$ cat src/rtl/cfg_router_pkg.sv
package cfg_router_pkg;

    typedef enum logic [1:0] {
        ST_IDLE = 2'd0,
        ST_HIT  = 2'd1,
        ST_MISS = 2'd2
    } rt_state_t;

    // Fill value for a read that found no slot
    function automatic logic [31:0] miss_fill(input logic [2:0] len);
        logic [31:0] v;
        unique case (len)
            3'd1:    v = 32'h0000_00FF;
            3'd2:    v = 32'h0000_FFFF;
            default: v = 32'hFFFF_FFFF;
        endcase
        return v;
    endfunction

endpackage

$ cat src/rtl/cfg_bus_decode.sv
// Maps a bus number to a segment: 0 = local, b+1 = behind bridge b.
module cfg_bus_decode #(
    parameter int            NUM_BRIDGES = 2,
    parameter int            SEG_W       = 2,
    parameter logic [7:0]    LOCAL_BUS   = 8'd0
) (
    input  logic [7:0]               bus_num,
    input  logic [NUM_BRIDGES*8-1:0] sec_flat,
    output logic                     claimed,
    output logic [SEG_W-1:0]         seg
);

    logic local_hit;

    assign local_hit = (bus_num == LOCAL_BUS);

    always_comb begin
        claimed = local_hit;
        seg     = '0;
        // descending scan: the lowest matching bridge is assigned last
        for (int b = NUM_BRIDGES - 1; b >= 0; b--) begin
            if (!local_hit && (sec_flat[b*8 +: 8] != 8'd0) &&
                (sec_flat[b*8 +: 8] == bus_num)) begin
                claimed = 1'b1;
                seg     = SEG_W'(b + 1);
            end
        end
    end

endmodule

$ cat src/rtl/cfg_slot_match.sv
// Compares the routed segment and device/function code against every slot.
module cfg_slot_match #(
    parameter int                        NUM_SLOTS  = 6,
    parameter int                        SEG_W      = 2,
    parameter int                        IDX_W      = 3,
    parameter logic [NUM_SLOTS*8-1:0]    SLOT_DEVFN = '0,
    parameter logic [NUM_SLOTS*4-1:0]    SLOT_SEG   = '0
) (
    input  logic                 claimed,
    input  logic [SEG_W-1:0]     seg,
    input  logic [7:0]           devfn,
    input  logic [NUM_SLOTS-1:0] present,
    output logic                 hit,
    output logic [IDX_W-1:0]     idx
);

    logic [NUM_SLOTS-1:0] match;

    for (genvar i = 0; i < NUM_SLOTS; i++) begin : g_slot
        assign match[i] = claimed && present[i] &&
                          (SLOT_SEG[i*4 +: 4] == 4'(seg)) &&
                          (SLOT_DEVFN[i*8 +: 8] == devfn);
    end

    always_comb begin
        hit = 1'b0;
        idx = '0;
        for (int i = NUM_SLOTS - 1; i >= 0; i--) begin
            if (match[i]) begin
                hit = 1'b1;
                idx = IDX_W'(i);
            end
        end
    end

endmodule

$ cat src/rtl/cfg_bridge_regs.sv
// Secondary bus number of each bridge, learned from routed header writes.
module cfg_bridge_regs #(
    parameter int                         NUM_BRIDGES = 2,
    parameter int                         IDX_W       = 3,
    parameter logic [NUM_BRIDGES*4-1:0]   BRIDGE_SLOT = '0
) (
    input  logic                     clk,
    input  logic                     rst_n,
    input  logic                     wr_en,
    input  logic [IDX_W-1:0]         wr_idx,
    input  logic [7:0]               wr_offset,
    input  logic [2:0]               wr_len,
    input  logic [15:0]              wr_data,
    output logic [NUM_BRIDGES*8-1:0] sec_flat
);

    localparam logic [7:0] OFF_SEC_LO = 8'h18;
    localparam logic [7:0] OFF_SEC_HI = 8'h19;

    for (genvar b = 0; b < NUM_BRIDGES; b++) begin : g_bridge
        logic own_slot;
        assign own_slot = wr_en && (wr_idx == IDX_W'(BRIDGE_SLOT[b*4 +: 4]));

        always_ff @(posedge clk) begin
            if (!rst_n) begin
                sec_flat[b*8 +: 8] <= 8'd0;
            end else if (own_slot && wr_offset == OFF_SEC_HI) begin
                sec_flat[b*8 +: 8] <= wr_data[7:0];
            end else if (own_slot && wr_offset == OFF_SEC_LO && wr_len > 3'd1) begin
                sec_flat[b*8 +: 8] <= wr_data[15:8];
            end
        end
    end

endmodule

$ cat src/rtl/cfg_router.sv
module cfg_router
    import cfg_router_pkg::*;
#(
    parameter int                          NUM_SLOTS   = 6,
    parameter int                          NUM_BRIDGES = 2,
    parameter logic [7:0]                  LOCAL_BUS   = 8'd0,
    parameter logic [NUM_SLOTS*8-1:0]      SLOT_DEVFN  = {8'h00, 8'h09, 8'h00, 8'h10, 8'h08, 8'h00},
    parameter logic [NUM_SLOTS*4-1:0]      SLOT_SEG    = {4'd2, 4'd1, 4'd1, 4'd0, 4'd0, 4'd0},
    parameter logic [NUM_BRIDGES*4-1:0]    BRIDGE_SLOT = {4'd2, 4'd1}
) (
    input  logic                    clk,
    input  logic                    rst_n,
    input  logic                    req_valid,
    input  logic                    req_write,
    input  logic [23:0]             req_addr,
    input  logic [2:0]              req_len,
    input  logic [31:0]             req_wdata,
    output logic                    rsp_valid,
    output logic [31:0]             rsp_rdata,
    output logic [NUM_SLOTS-1:0]    slot_sel,
    output logic                    slot_write,
    output logic [7:0]              slot_offset,
    output logic [2:0]              slot_len,
    output logic [31:0]             slot_wdata,
    input  logic [NUM_SLOTS*32-1:0] slot_rdata,
    input  logic [NUM_SLOTS-1:0]    slot_present
);

    localparam int IDX_W = (NUM_SLOTS > 1) ? $clog2(NUM_SLOTS) : 1;
    localparam int SEG_W = $clog2(NUM_BRIDGES + 1);

    rt_state_t                state_q, state_d;
    logic                     bus_claimed;
    logic [SEG_W-1:0]         bus_seg;
    logic                     route_hit;
    logic [IDX_W-1:0]         route_idx;
    logic [NUM_BRIDGES*8-1:0] sec_flat;

    logic [IDX_W-1:0]         idx_q;
    logic                     wr_q;
    logic [7:0]               off_q;
    logic [2:0]               len_q;
    logic [31:0]              wdata_q;

    cfg_bus_decode #(
        .NUM_BRIDGES (NUM_BRIDGES),
        .SEG_W       (SEG_W),
        .LOCAL_BUS   (LOCAL_BUS)
    ) u_bus (
        .bus_num  (req_addr[23:16]),
        .sec_flat (sec_flat),
        .claimed  (bus_claimed),
        .seg      (bus_seg)
    );

    cfg_slot_match #(
        .NUM_SLOTS  (NUM_SLOTS),
        .SEG_W      (SEG_W),
        .IDX_W      (IDX_W),
        .SLOT_DEVFN (SLOT_DEVFN),
        .SLOT_SEG   (SLOT_SEG)
    ) u_match (
        .claimed (bus_claimed),
        .seg     (bus_seg),
        .devfn   (req_addr[15:8]),
        .present (slot_present),
        .hit     (route_hit),
        .idx     (route_idx)
    );

    cfg_bridge_regs #(
        .NUM_BRIDGES (NUM_BRIDGES),
        .IDX_W       (IDX_W),
        .BRIDGE_SLOT (BRIDGE_SLOT)
    ) u_bregs (
        .clk       (clk),
        .rst_n     (rst_n),
        .wr_en     (req_valid && req_write && route_hit),
        .wr_idx    (route_idx),
        .wr_offset (req_addr[7:0]),
        .wr_len    (req_len),
        .wr_data   (req_wdata[15:0]),
        .sec_flat  (sec_flat)
    );

    // transitions: T_NONE, T_ROUTE, T_REJECT
    always_comb begin
        state_d = ST_IDLE;
        if (req_valid) begin
            state_d = route_hit ? ST_HIT : ST_MISS;
        end
    end

    always_ff @(posedge clk) begin
        if (!rst_n) begin
            state_q <= ST_IDLE;
        end else begin
            state_q <= state_d;
        end
    end

    always_ff @(posedge clk) begin
        if (!rst_n) begin
            idx_q   <= '0;
            wr_q    <= 1'b0;
            off_q   <= 8'd0;
            len_q   <= 3'd0;
            wdata_q <= 32'd0;
        end else if (req_valid) begin
            idx_q   <= route_idx;
            wr_q    <= req_write;
            off_q   <= req_addr[7:0];
            len_q   <= req_len;
            wdata_q <= req_wdata;
        end
    end

    always_comb begin
        rsp_valid   = 1'b0;
        rsp_rdata   = 32'd0;
        slot_sel    = '0;
        slot_write  = 1'b0;
        slot_offset = 8'd0;
        slot_len    = 3'd0;
        slot_wdata  = 32'd0;
        unique case (state_q)
            ST_IDLE: begin
            end
            ST_HIT: begin
                rsp_valid   = 1'b1;
                slot_sel    = NUM_SLOTS'(1) << idx_q;
                slot_write  = wr_q;
                slot_offset = off_q;
                slot_len    = len_q;
                slot_wdata  = wdata_q;
                rsp_rdata   = wr_q ? 32'd0 : slot_rdata[idx_q*32 +: 32];
            end
            ST_MISS: begin
                rsp_valid = 1'b1;
                rsp_rdata = wr_q ? 32'd0 : miss_fill(len_q);
            end
            default: begin
            end
        endcase
    end

endmodule

$ cat config.mk
export PLATFORM = sky130hd
export DESIGN_NAME = cfg_router
export DESIGN_NICKNAME = d
export VERILOG_FILES = /design/src/rtl/cfg_router_pkg.sv /design/src/rtl/cfg_bus_decode.sv /design/src/rtl/cfg_slot_match.sv /design/src/rtl/cfg_bridge_regs.sv /design/src/rtl/cfg_router.sv
export SDC_FILE = /design/constraint.sdc
export NUM_CORES = 1
export LEC_CHECK = 0
export ABC_CLOCK_PERIOD_IN_PS = 2050
export BUFFER_PORTS_ARGS = -buffer_cell sky130_fd_sc_hd__buf_4
export CAP_MARGIN = 20
export CELL_PAD_IN_SITES_DETAIL_PLACEMENT = 0
export CELL_PAD_IN_SITES_GLOBAL_PLACEMENT = 2
export CORE_UTILIZATION = 20
export DETAILED_ROUTE_END_ITERATION = 16
export GPL_ROUTABILITY_DRIVEN = 1
export PLACE_DENSITY = 0.79
export SKIP_CTS_REPAIR_TIMING = 1
export SYNTH_ARGS = -nofsm -noshare
export SYNTH_HDL_FRONTEND = slang
export SYNTH_SLANG_ARGS = --single-unit
$ cat constraint.sdc
create_clock -name clk -period 2.05 [get_ports clk]
set_input_delay 0.41 -clock clk [delete_from_list [all_inputs] [get_ports clk]]
set_output_delay 0.41 -clock clk [all_outputs]
set_load 0.1 [all_outputs]
==> metrics.csv, run 1 <==
stage,metric,value,unit
power,power_frac_comb,31.8,%
sta,clock.fmax,0.403,GHz
sta,worstMarginPinSlew,847,ps
sta,fin_crit_sh,121,%
job,maxCapViolCount,0,
placed_design,dpl.hpwl,18.5,mm
yosys,syn-num-nets,844,
setup_path,reg2regPathDepth,5,
yosys,synth_top_area_share,25.9,%
route,ant_nets,0,
grt,antenna_found_initial,1,
grt,track_usage,17.1,%
layout,final_cell_area,10800,um^2
layout,final_cell_mix,"buf_4 (328), buf_12 (84), mux2i_1 (72), nor2_1 (62), dfxtp_1 (60)",
clock_tree,cts-root-buf,clkbuf_16,
die,initial_core_util,20.5,%
grt,grt_pass1_vias,5943,
yosys,synth_async_sr_flop_share,0,%
layout,synthToLayoutAreaGrowth,114,%
setup_path,cp_max_fo,7,
setup_path,end_kind,output pin,
power,intPower,0.00320,W
yosys,syn_area,5020,um^2
layout,drive_gt1_share,64.3,%
sta,finalMaxSlewViolations,0,
placed_design,place_area,8960,um^2
setup_path,startpoint,idx_q[0],
yosys,ys_seq_elements,65,
die,die_w,160,um
placed_design,dp_cells,1271,
clock_tree,cts.htree.levels,3,
layout,finish.utilization,44.0,%
layout,final_nets,1247,
sta,setup_ws,-429,ps
placed_design,portBuffers,343,
yosys,ys_top_cells_by_area,"dfxtp_1 (26%), mux2i_1 (15%), mux4_2 (14%)",
yosys,yosys_warnings,0,
clock_tree,clk-insertion-delay-late,330,ps
clock_tree,cts_buffers,9,
die,core.rowCount,57,
route,viasPerCell,4.57,
yosys,syn_avg_cell_area,8.64,um^2
setup_path,path_class,flop to output pin,
placed_design,gp_congestion,0.863,
route,wl,23.9,mm
power,power.share.switching,28.1,%
setup_path,reg2reg_to,state_q[1],
route,drt-wirelength-per-cell,18.2,um
die,die_h,160,um
sta,max_slew_margin,43.5,%
grt,grt_max_degree,52,
clock_tree,cts_buffer_depth,2,
yosys,netlist_instances,581,
power,p_total,0.00446,W
yosys,synth_edf_count,0,
setup_path,critPathLaunchType,flop,
layout,layout.cells.non_filler,1315,
die,ios,344,
route,vias,6010,
power,power_frac_clock,37.7,%
yosys,yosysUniqueCellTypes,48,
power,p_switching,0.00125,W
sta,finalHoldViolCount,0,
power,power_leakage,4.63,nW
power,powerDensity,414,nW/um^2
power,pwr-share-seq,30.5,%
setup_path,worstPathRequired,1640,ps
route,drt_first_iter_violations,182,
yosys,synthFlopType,dfxtp_1,
layout,layout_commonest_cell,buf_4,
min_path,min_path_type,input pin to flop,
power,peakVddDrop,376,uV
placed_design,preCtsSetupSlack,-336,ps
clock_tree,clk_pin_slew,60,ps
yosys,seq_area_frac_synth,25.9,%
layout,fillers,2381,
grt,overflow,0,
route,firstDrtPassIters,6,
grt,grt_first_pass_wirelength,34.3,mm
clock_tree,cts_sinks,65,
clock_tree,cts_tree,built,
sta,rsz0062_at_grt,true,
setup_path,r2r_slack,180,ps
sta,skew,6.41,ps
route,drc,0,
die,core_area,24500,um^2
run_status,violations,setup timing,
sta,setup_viol_count_final,37,
setup_path,cp-endpoint,rsp_rdata[6],
die,die-area,25700,um^2
setup_path,worstReg2RegStart,u_bregs.sec_flat[15],
yosys,synth_area_leader_cell,dfxtp_1,
sta,period_needed,2480,ps
run_status,outcome,"finished, violations left",
setup_path,cp.arrival,2070,ps
==> final cells by class <==
cell class / count / area, um^2 / share of cell area [%]
antenna: 2 / 5.00 / 0.0465
clock buffer: 10 / 239 / 2.22
timing repair buffer: 439 / 4530 / 42.0
clock inverter: 6 / 88.8 / 0.825
sequential: 65 / 1310 / 12.2
multi-input combinational: 432 / 4050 / 37.6
tap: 324 / 405 / 3.76
inverter: 37 / 143 / 1.32
==> cells in the mapped netlist (all sizes together) (4+ instances only) <==
master  count
nand2      33
a22o        8
nand4       5
mux2i      76
nor3        4
xnor2       5
xor2       12
o31ai       8
dfxtp      65
nor4       12
o21ai       4
and2       45
a21oi      34
inv        37
o22ai      32
nand2b      4
nor2       81
buf        19
clkbuf     28
o22a        8
mux4       32
==> power by group through the flow <==
stage	sequential, W	combinational [W]	clock, W
finish	0.00136	0.00142	0.00168
global route	0.00137	0.00151	0.00179
CTS	0.00136	0.00128	0.00173
detailed placement	0.00139	0.00128	0
global placement	0.00139	0.00127	0
floorplan	0.00136	0.000669	0
==> metal layers <==
metal / vias to the layer above / wire length, um / share of wire [%] / global-route usage, %
met2: 235 / 12000 / 50 / 29.9
met3: 28 / 1810 / 7.6 / 4.55
li1: 2894 / - / - / -
met4: 0 / 568 / 2.4 / 5.28
met1: 2853 / 9520 / 40 / 20.2
met5: - / 0 / 0 / 0
==> flip-flops by register name, indices dropped and copies added (netlist names) <==
| register | flops |
|---|---|
| idx_q | 3 |
| wdata_q | 32 |
| off_q | 8 |
| len_q | 3 |
| u_bregs.sec_flat | 16 |
| wr_q | 1 |
| state_q | 2 |
==> how the worst min path moves through the flow <==
stage	to	cells past startpoint	slack [ps]	startpoint
finish	wdata_q[24]	3	310	req_wdata[24]
global route	wdata_q[26]	3	300	req_wdata[26]
CTS	wdata_q[21]	3	300	req_wdata[21]
detailed placement	wdata_q[5]	2	470	wdata_q[5]
global placement	off_q[5]	2	460	off_q[5]
floorplan	off_q[0]	2	450	off_q[0]
==> logic make-up after synthesis <==
group	synth area share, %
AO/OA/AOI/OAI	14.3
XOR/XNOR	2.97
adder cells (fa/ha/maj)	0.498
buffers and inverters	6.73
flip-flops	25.9
multiplexers	29.5
AND/OR/NAND/NOR	20.1
==> worst max-delay path, stage by stage, from the launching register on <==
cell and delay, ps:
dfxtp_4 400, buf_8 150, buf_12 120, mux4_2 490, inv_2 70, o22ai_2 70, a21oi_2 200, nor2_4 60
buf_12 160
==> stage by stage <==
| stage | TNS [ps] | hold WS, ps |
|---|---|---|
| floorplan | -1740 | 451 |
| global placement | -11070 | 464 |
| detailed placement | -10700 | 472 |
| CTS | -24420 | 298 |
| global route | -14550 | 302 |
| finish | -11390 | 311 |
Note: power is estimated with default switching activity, not from simulation.
==> inputs of run 2 (changes only) <==
--- a/config.mk
+++ b/config.mk
@@ -5,15 +5,17 @@
 export SDC_FILE = /design/constraint.sdc
 export NUM_CORES = 1
 export LEC_CHECK = 0
+export ABC_AREA = 1
 export ABC_CLOCK_PERIOD_IN_PS = 2050
 export BUFFER_PORTS_ARGS = -buffer_cell sky130_fd_sc_hd__buf_4
 export CAP_MARGIN = 20
 export CELL_PAD_IN_SITES_DETAIL_PLACEMENT = 0
 export CELL_PAD_IN_SITES_GLOBAL_PLACEMENT = 2
-export CORE_UTILIZATION = 20
+export CORE_MARGIN = 2
+export CORE_UTILIZATION = 18
 export DETAILED_ROUTE_END_ITERATION = 16
 export GPL_ROUTABILITY_DRIVEN = 1
-export PLACE_DENSITY = 0.79
+export PLACE_DENSITY = 0.8
 export SKIP_CTS_REPAIR_TIMING = 1
 export SYNTH_ARGS = -nofsm -noshare
 export SYNTH_HDL_FRONTEND = slang
==> run 2 against run 1 <==
The run still ends with setup timing left. Register-to-register slack lost 180 ps. Clock skew shrank 1.1 ps. Power shrank 8.9%. Cell area grew 4.7%. Critical path type unchanged. Largest power group unchanged. Sequential cell count is the same. Synthesized cell count grew 61%. Count of clock-buffer cells in the layout shrank 1. Core utilization shrank 4.9 points. Area after synthesis grew 5.7%.
==> metrics.csv, run 2 <==
stage,metric,value,unit,change
route,ant_nets,0,,unchanged
sta,worstMarginPinSlew,507,ps,-340 ps
grt,track_usage,16.7,%,-0.38 points
layout,fillers,3062,,+29%
power,power_leakage,5.51,nW,+19%
die,die-area,30900,um^2,+20%
sta,setup_viol_count_final,35,,-5.4%
sta,skew,5.29,ps,-1.11 ps
yosys,yosys_warnings,0,,unchanged
placed_design,dpl.hpwl,21.3,mm,+15%
grt,grt_pass1_vias,7331,,+23%
setup_path,critPathLaunchType,flop,,
grt,grt_first_pass_wirelength,40.4,mm,+18%
grt,overflow,0,,unchanged
layout,synthToLayoutAreaGrowth,113,%,
clock_tree,cts-root-buf,clkbuf_16,,
die,core_area,28900,um^2,+18%
route,viasPerCell,4.45,,-2.7%
layout,largest_reg_flops,32,,unchanged
run_status,outcome,"finished, violations left",,
yosys,synth_async_sr_flop_share,0,%,unchanged
route,wl,29.9,mm,+25%
yosys,synth_top_area_share,24.5,%,-1.4 points
setup_path,cp_slowest_cell,dfxtp_4,,
yosys,netlist_instances,938,,+61%
sta,finalHoldViolCount,0,,unchanged
setup_path,max_stage_delay,400,ps,-90 ps
yosys,syn_avg_cell_area,5.66,um^2,-35%
layout,layout.cells.non_filler,1715,,+30%
setup_path,r2r_slack,0,ps,-180 ps
sta,rsz0062_at_grt,true,,
min_path,min_path_type,input pin to flop,,
setup_path,cp_max_fo,8,,+1
clock_tree,cts.htree.levels,3,,unchanged
yosys,synth_area_leader_cell,dfxtp_1,,
clock_tree,clk-insertion-delay-late,330,ps,about the same
grt,grt_max_degree,56,,+7.7%
die,die_w,176,um,+9.5%
min_path,min_from,req_wdata[29],,
layout,drive_gt1_share,46.7,%,-18 points
power,powerDensity,360,nW/um^2,-13%
setup_path,cp.arrival,2010,ps,-60 ps
yosys,synth_commonest_cells,"nand2_1 (338), inv_1 (114), nor2_1 (87)",,
sta,max_slew_margin,66.2,%,+23 points
setup_path,worstReg2RegStart,u_bregs.sec_flat[7],,
die,core.rowCount,62,,+8.8%
sta,clock.fmax,0.413,GHz,+2.5%
layout,reg_top3,"wdata_q x32, u_bregs.sec_flat x16, off_q x8",,
placed_design,portBuffers,343,,unchanged
yosys,yosysMostFrequentCell,nand2_1,,
power,p_total,0.00406,W,-8.9%
sta,period_needed,2420,ps,-60.2 ps
yosys,seq_area_frac_synth,24.5,%,-1.4 points
die,ios,344,,unchanged
clock_tree,clk_pin_slew,60,ps,about the same
clock_tree,cts_sinks,65,,unchanged
route,firstDrtPassIters,4,,-2
route,drt_first_iter_violations,272,,+49%
die,initial_core_util,18.4,%,-2.1 points
sta,setup_ws,-369,ps,+60.2 ps
min_path,whs_endpoint,wdata_q[29],,
yosys,ys_seq_elements,65,,unchanged
job,maxCapViolCount,0,,unchanged
layout,finish.utilization,39.1,%,-4.9 points
grt,antenna_found_initial,3,,+2
setup_path,worst_path_most_repeated_cell,buf_12,,
layout,final_cell_mix,"nand2_1 (323), buf_4 (305), inv_1 (104), nor2_1 (71), buf_12 (59)",,
layout,layout_commonest_cell,nand2_1,,
yosys,syn-num-nets,1201,,+42%
yosys,synthFlopType,dfxtp_1,,
setup_path,path_class,flop to output pin,,
route,drt-wirelength-per-cell,17.5,um,-3.9%
sta,finalMaxSlewViolations,0,,unchanged
placed_design,dp_cells,1671,,+31%
layout,largest-register,wdata_q,,
setup_path,reg2regPathDepth,14,,+9
setup_path,path_cells,"inv_4, nor2_4, buf_12, clkbuf_16, a22o_1, o221ai_2, a21oi_4, buf_12",,
power,peakVddDrop,338,uV,-10%
run_status,violations,setup timing,,
sta,fin_crit_sh,118,%,-2.9 points
route,vias,7624,,+27%
placed_design,place_area,9300,um^2,+3.8%
yosys,synth_edf_count,0,,unchanged
min_path,hold_depth,3,,unchanged
yosys,syn_area,5310,um^2,+5.7%
route,drc,0,,unchanged
clock_tree,cts_buffers,9,,unchanged
die,die_h,176,um,+9.5%
layout,final_cell_area,11300,um^2,+4.7%
setup_path,worstPathRequired,1640,ps,about the same
clock_tree,cts_buffer_depth,2,,unchanged
layout,final_nets,1587,,+27%
setup_path,end_kind,output pin,,
yosys,ys_top_cells_by_area,"dfxtp_1 (25%), nand2_1 (24%), inv_1 (8.1%)",,
yosys,yosysUniqueCellTypes,32,,-33%
setup_path,reg2reg_to,u_bregs.sec_flat[7],,
clock_tree,cts_tree,built,,
placed_design,gp_congestion,0.906,,+5.0%
[run 2: changes by cell type after synthesis, moves of 24 or more]
cell / delta
o22ai_1: -32
mux4_2: -32
o221ai_1: +32
and2_1: -45
nand2_1: +305
nand3_1: +41
a22o_1: +24
inv_1: +78
mux2i_1: -76
o21ai_0: +47
a21oi_1: +37
[run 2: stage by stage]
| stage | hold WS (ps) | setup slack [ps] | TNS [ps] |
|---|---|---|---|
| 6_report | 294 | -369 | -9580 |
| 5_1_grt | 290 | -473 | -13770 |
| 4_1_cts | 279 | -541 | -17500 |
| 3_5_place_dp | 475 | -171 | -4700 |
| 3_3_place_gp | 475 | -208 | -3790 |
| 2_1_floorplan | 445 | -222 | -6950 |
[run 2: final cells by class]
| class | instances | area (um^2) | share of cell area [%] |
|---|---|---|---|
| diodes | 2 | 5.00 | 0.0444 |
| clock buffers | 9 | 225 | 2.00 |
| clock inverters | 7 | 53.8 | 0.477 |
| inverters | 118 | 452 | 4.01 |
| multi-input cells | 699 | 4330 | 38.4 |
| flip-flops and latches | 65 | 1340 | 11.8 |
| well taps | 384 | 480 | 4.26 |
| repair buffers | 431 | 4400 | 39.0 |
[run 2: routing by layer]
metal / up-vias / GRT usage [%] / share of wire, %
met5: - / 0 / 0.043
met4: 2 / 4.37 / 1.7
met3: 32 / 5.09 / 7.9
met2: 265 / 30.1 / 50
met1: 3497 / 19.1 / 40
li1: 3828 / - / -
[run 2: worst max path at each step]
stage,start,endpoint,slack [ps],depth (start not counted)
6_report,idx_q[0],rsp_rdata[19],-370,8
5_1_grt,idx_q[0],rsp_rdata[8],-470,8
4_1_cts,idx_q[1],rsp_rdata[20],-540,8
3_5_place_dp,idx_q[1],rsp_rdata[20],-170,8
3_3_place_gp,idx_q[1],rsp_rdata[20],-210,8
2_1_floorplan,state_q[0],rsp_rdata[18],-220,8
[run 2: logic make-up after synthesis]
logic type      synth area share, %
fa+ha+maj                     0.472
xor+xnor                      0.495
flops                          24.5
buf+inv                        12.6
simple gates                   38.0
compound gates                 24.0
[run 2: report_power, final]
group	total (W)	leakage [nW]	switching, W	internal, W
combinational	0.00125	4.84	0.000629	0.000625
clock	0.00146	0.128	0.000633	0.000826
sequential	0.00135	0.544	0.0000316	0.00132
total	0.00406	5.51	0.00129	0.00277
[run 2: critical path: cells and delay by family (launching register included)]
| kind | cells | cell delay [ps] |
|---|---|---|
| compound gates | 3 | 470 |
| flops | 1 | 400 |
| buf+inv | 4 | 560 |
| simple gates | 1 | 230 |
==> inputs of run 3 (changes only) <==
--- a/config.mk
+++ b/config.mk
@@ -16,6 +16,7 @@
 export DETAILED_ROUTE_END_ITERATION = 16
 export GPL_ROUTABILITY_DRIVEN = 1
 export PLACE_DENSITY = 0.8
+export RECOVER_POWER = 25
 export SKIP_CTS_REPAIR_TIMING = 1
 export SYNTH_ARGS = -nofsm -noshare
 export SYNTH_HDL_FRONTEND = slang
==> constraint.sdc (replaced) <==
create_clock -name clk -period 2.05 [get_ports clk]
set_input_delay 0 -clock clk [delete_from_list [all_inputs] [get_ports clk]]
set_output_delay 0 -clock clk [all_outputs]
set_load 0.1 [all_outputs]
==> run 3 against run 2 <==
The run ends with hold timing left. Register-to-register slack better by 100 ps. Maximum frequency grew 21%. Cell area decreased by 8.5%. Non-clock buffer count fell by 8. Critical path type unchanged. Largest power group unchanged.
==> metrics.csv, run 3 (same netlist as run 2, synthesis figures left out) <==
stage,metric,value,unit,change
sta,worstMarginPinSlew,770,ps,+263 ps
grt,antenna_found_initial,4,,+1
clock_tree,cts_buffers,9,,unchanged
setup_path,max_stage_delay,340,ps,-60 ps
die,initial_core_util,18.4,%,unchanged
clock_tree,cts_buffer_depth,2,,unchanged
clock_tree,cts-root-buf,clkbuf_16,,
route,wl,29.4,mm,-1.9%
setup_path,worst_path_most_repeated_cell,buf_12,,
power,powerDensity,402,nW/um^2,+12%
sta,finalHoldViolCount,4,,+4
placed_design,gp_congestion,0.857,,-5.4%
sta,skew,9.13,ps,+3.84 ps
setup_path,cp_max_fo,17,,+9
die,core.rowCount,62,,unchanged
sta,timing.hold.ws,-26.7,ps,-321 ps
grt,grt_first_pass_wirelength,40.5,mm,+0.17%
clock_tree,cts_sinks,65,,unchanged
sta,rsz0062_at_grt,true,,
setup_path,cp.arrival,2010,ps,about the same
route,firstDrtPassIters,6,,+2
die,core_area,28900,um^2,unchanged
placed_design,dpl.hpwl,21.4,mm,+0.41%
run_status,violations,hold timing,,
clock_tree,clk_pin_slew,50,ps,about the same
sta,max_slew_margin,48.6,%,-18 points
layout,drive_gt1_share,38.4,%,-8.3 points
setup_path,critPathLaunchType,flop,,
setup_path,cp_slowest_cell,dfxtp_1,,
route,drt-wirelength-per-cell,17.2,um,-1.4%
layout,largest-register,wdata_q,,
sta,setup_ws,45.0,ps,+414 ps
run_status,outcome,"finished, violations left",,
power,power_leakage,5.21,nW,-5.4%
setup_path,end_kind,output pin,,
route,vias,7578,,-0.60%
layout,layout_commonest_cell,nand2_1,,
job,maxCapViolCount,0,,unchanged
clock_tree,cts_tree,built,,
die,die_h,176,um,unchanged
layout,reg_top3,"wdata_q x32, u_bregs.sec_flat x16, off_q x8",,
clock_tree,clk-insertion-delay-late,340,ps,about the same
placed_design,preCtsSetupSlack,12.0,ps,+183 ps
power,p_total,0.00415,W,+2.1%
grt,overflow,0,,unchanged
die,ios,344,,unchanged
layout,final_nets,1579,,-0.50%
clock_tree,cts.htree.levels,3,,unchanged
route,drt_first_iter_violations,322,,+18%
sta,clock.fmax,0.499,GHz,+21%
layout,finish.utilization,35.8,%,-3.3 points
layout,final_cell_mix,"nand2_1 (332), buf_4 (330), inv_1 (107), nor2_1 (77), dfxtp_1 (55)",,
layout,synthToLayoutAreaGrowth,94.4,%,
placed_design,portBuffers,343,,unchanged
setup_path,worstPathRequired,2050,ps,+410 ps
route,drc,0,,unchanged
die,die_w,176,um,unchanged
die,die-area,30900,um^2,unchanged
min_path,min_path_type,input pin to flop,,
setup_path,path_class,flop to output pin,,
grt,track_usage,16.8,%,+0.088 points
route,viasPerCell,4.44,,about the same
sta,setup_viol_count_final,0,,-100%
setup_path,path_cells,"buf_4, nor2_4, buf_12, buf_12, a22o_1, o221ai_1, a21oi_4, buf_8",,
sta,finalMaxSlewViolations,0,,unchanged
sta,period_needed,2010,ps,-414 ps
grt,grt_max_degree,66,,+18%
power,peakVddDrop,401,uV,+19%
layout,largest_reg_flops,32,,unchanged
sta,fin_crit_sh,97.8,%,-20 points
grt,grt_pass1_vias,7215,,-1.6%
route,ant_nets,0,,unchanged
## run 3: cell count changes in the layout (fill, tap and decap cells not counted), sizes merged
| cell | change |
|---|---|
| diode | -1 |
| clkinvlp | -3 |
| bufinv | +1 |
| buf | -45 |
| nand4 | +1 |
| inv | -1 |
| a31o | -1 |
| clkbuf | +1 |
| dlygate4sd3 | +39 |
## run 3: where the power goes
part	switching, W	internal [W]	leakage (nW)
clock network	0.000578	0.00101	0.149
registers	0.0000304	0.00132	0.542
logic	0.000594	0.000618	4.52
## run 3: critical path: cells and delay by family, from the launching register on
kind                   cells  cell delay [ps]
AOI/OAI and AO/OA          3              630
buffers and inverters      4              650
DFF                        1              340
and+or+nand+nor            1               40
## run 3: path summary, 6_finish.rpt
path | startpoint | endpoint | slack (ps) | depth (start not counted)
worst min-delay path | req_wdata[14] | wdata_q[14] | -30 | 3
worst max register to register | u_bregs.sec_flat[5] | u_bregs.sec_flat[5] | 100 | 15
worst max-delay path | idx_q[0] | rsp_rdata[3] | 40 | 8
worst min register to register | idx_q[2] | idx_q[2] | 480 | 2
## run 3: final cells by class
type                       instances  area, um^2
antenna                            1        2.50
tap                              384         480
inverter                         118         448
sequential                        65        1330
clock inverter                     4        51.3
timing repair buffer             423        3860
clock buffer                      12         256
fill                            3132       18500
multi-input combinational        699        3890
## run 3: per-layer routing
| metal | up-vias | wire (um) | track usage, % |
|---|---|---|---|
| met5 | - | 47 | 0 |
| met4 | 6 | 466 | 4.34 |
| met1 | 3459 | 11600 | 18.7 |
| met3 | 29 | 2100 | 5.04 |
| li1 | 3798 | - | - |
| met2 | 286 | 15100 | 31.0 |
## run 3: metrics by stage
step / std cells / cell area, um^2 / setup TNS (ps)
final: 1706 / 10300 / 0
after global routing: 1706 / 10300 / -474
after CTS: 1648 / 9110 / -3070
after detailed placement: 1632 / 8800 / 0
after global placement: 1632 / 8800 / 0
after floorplan: 938 / 5630 / -4730
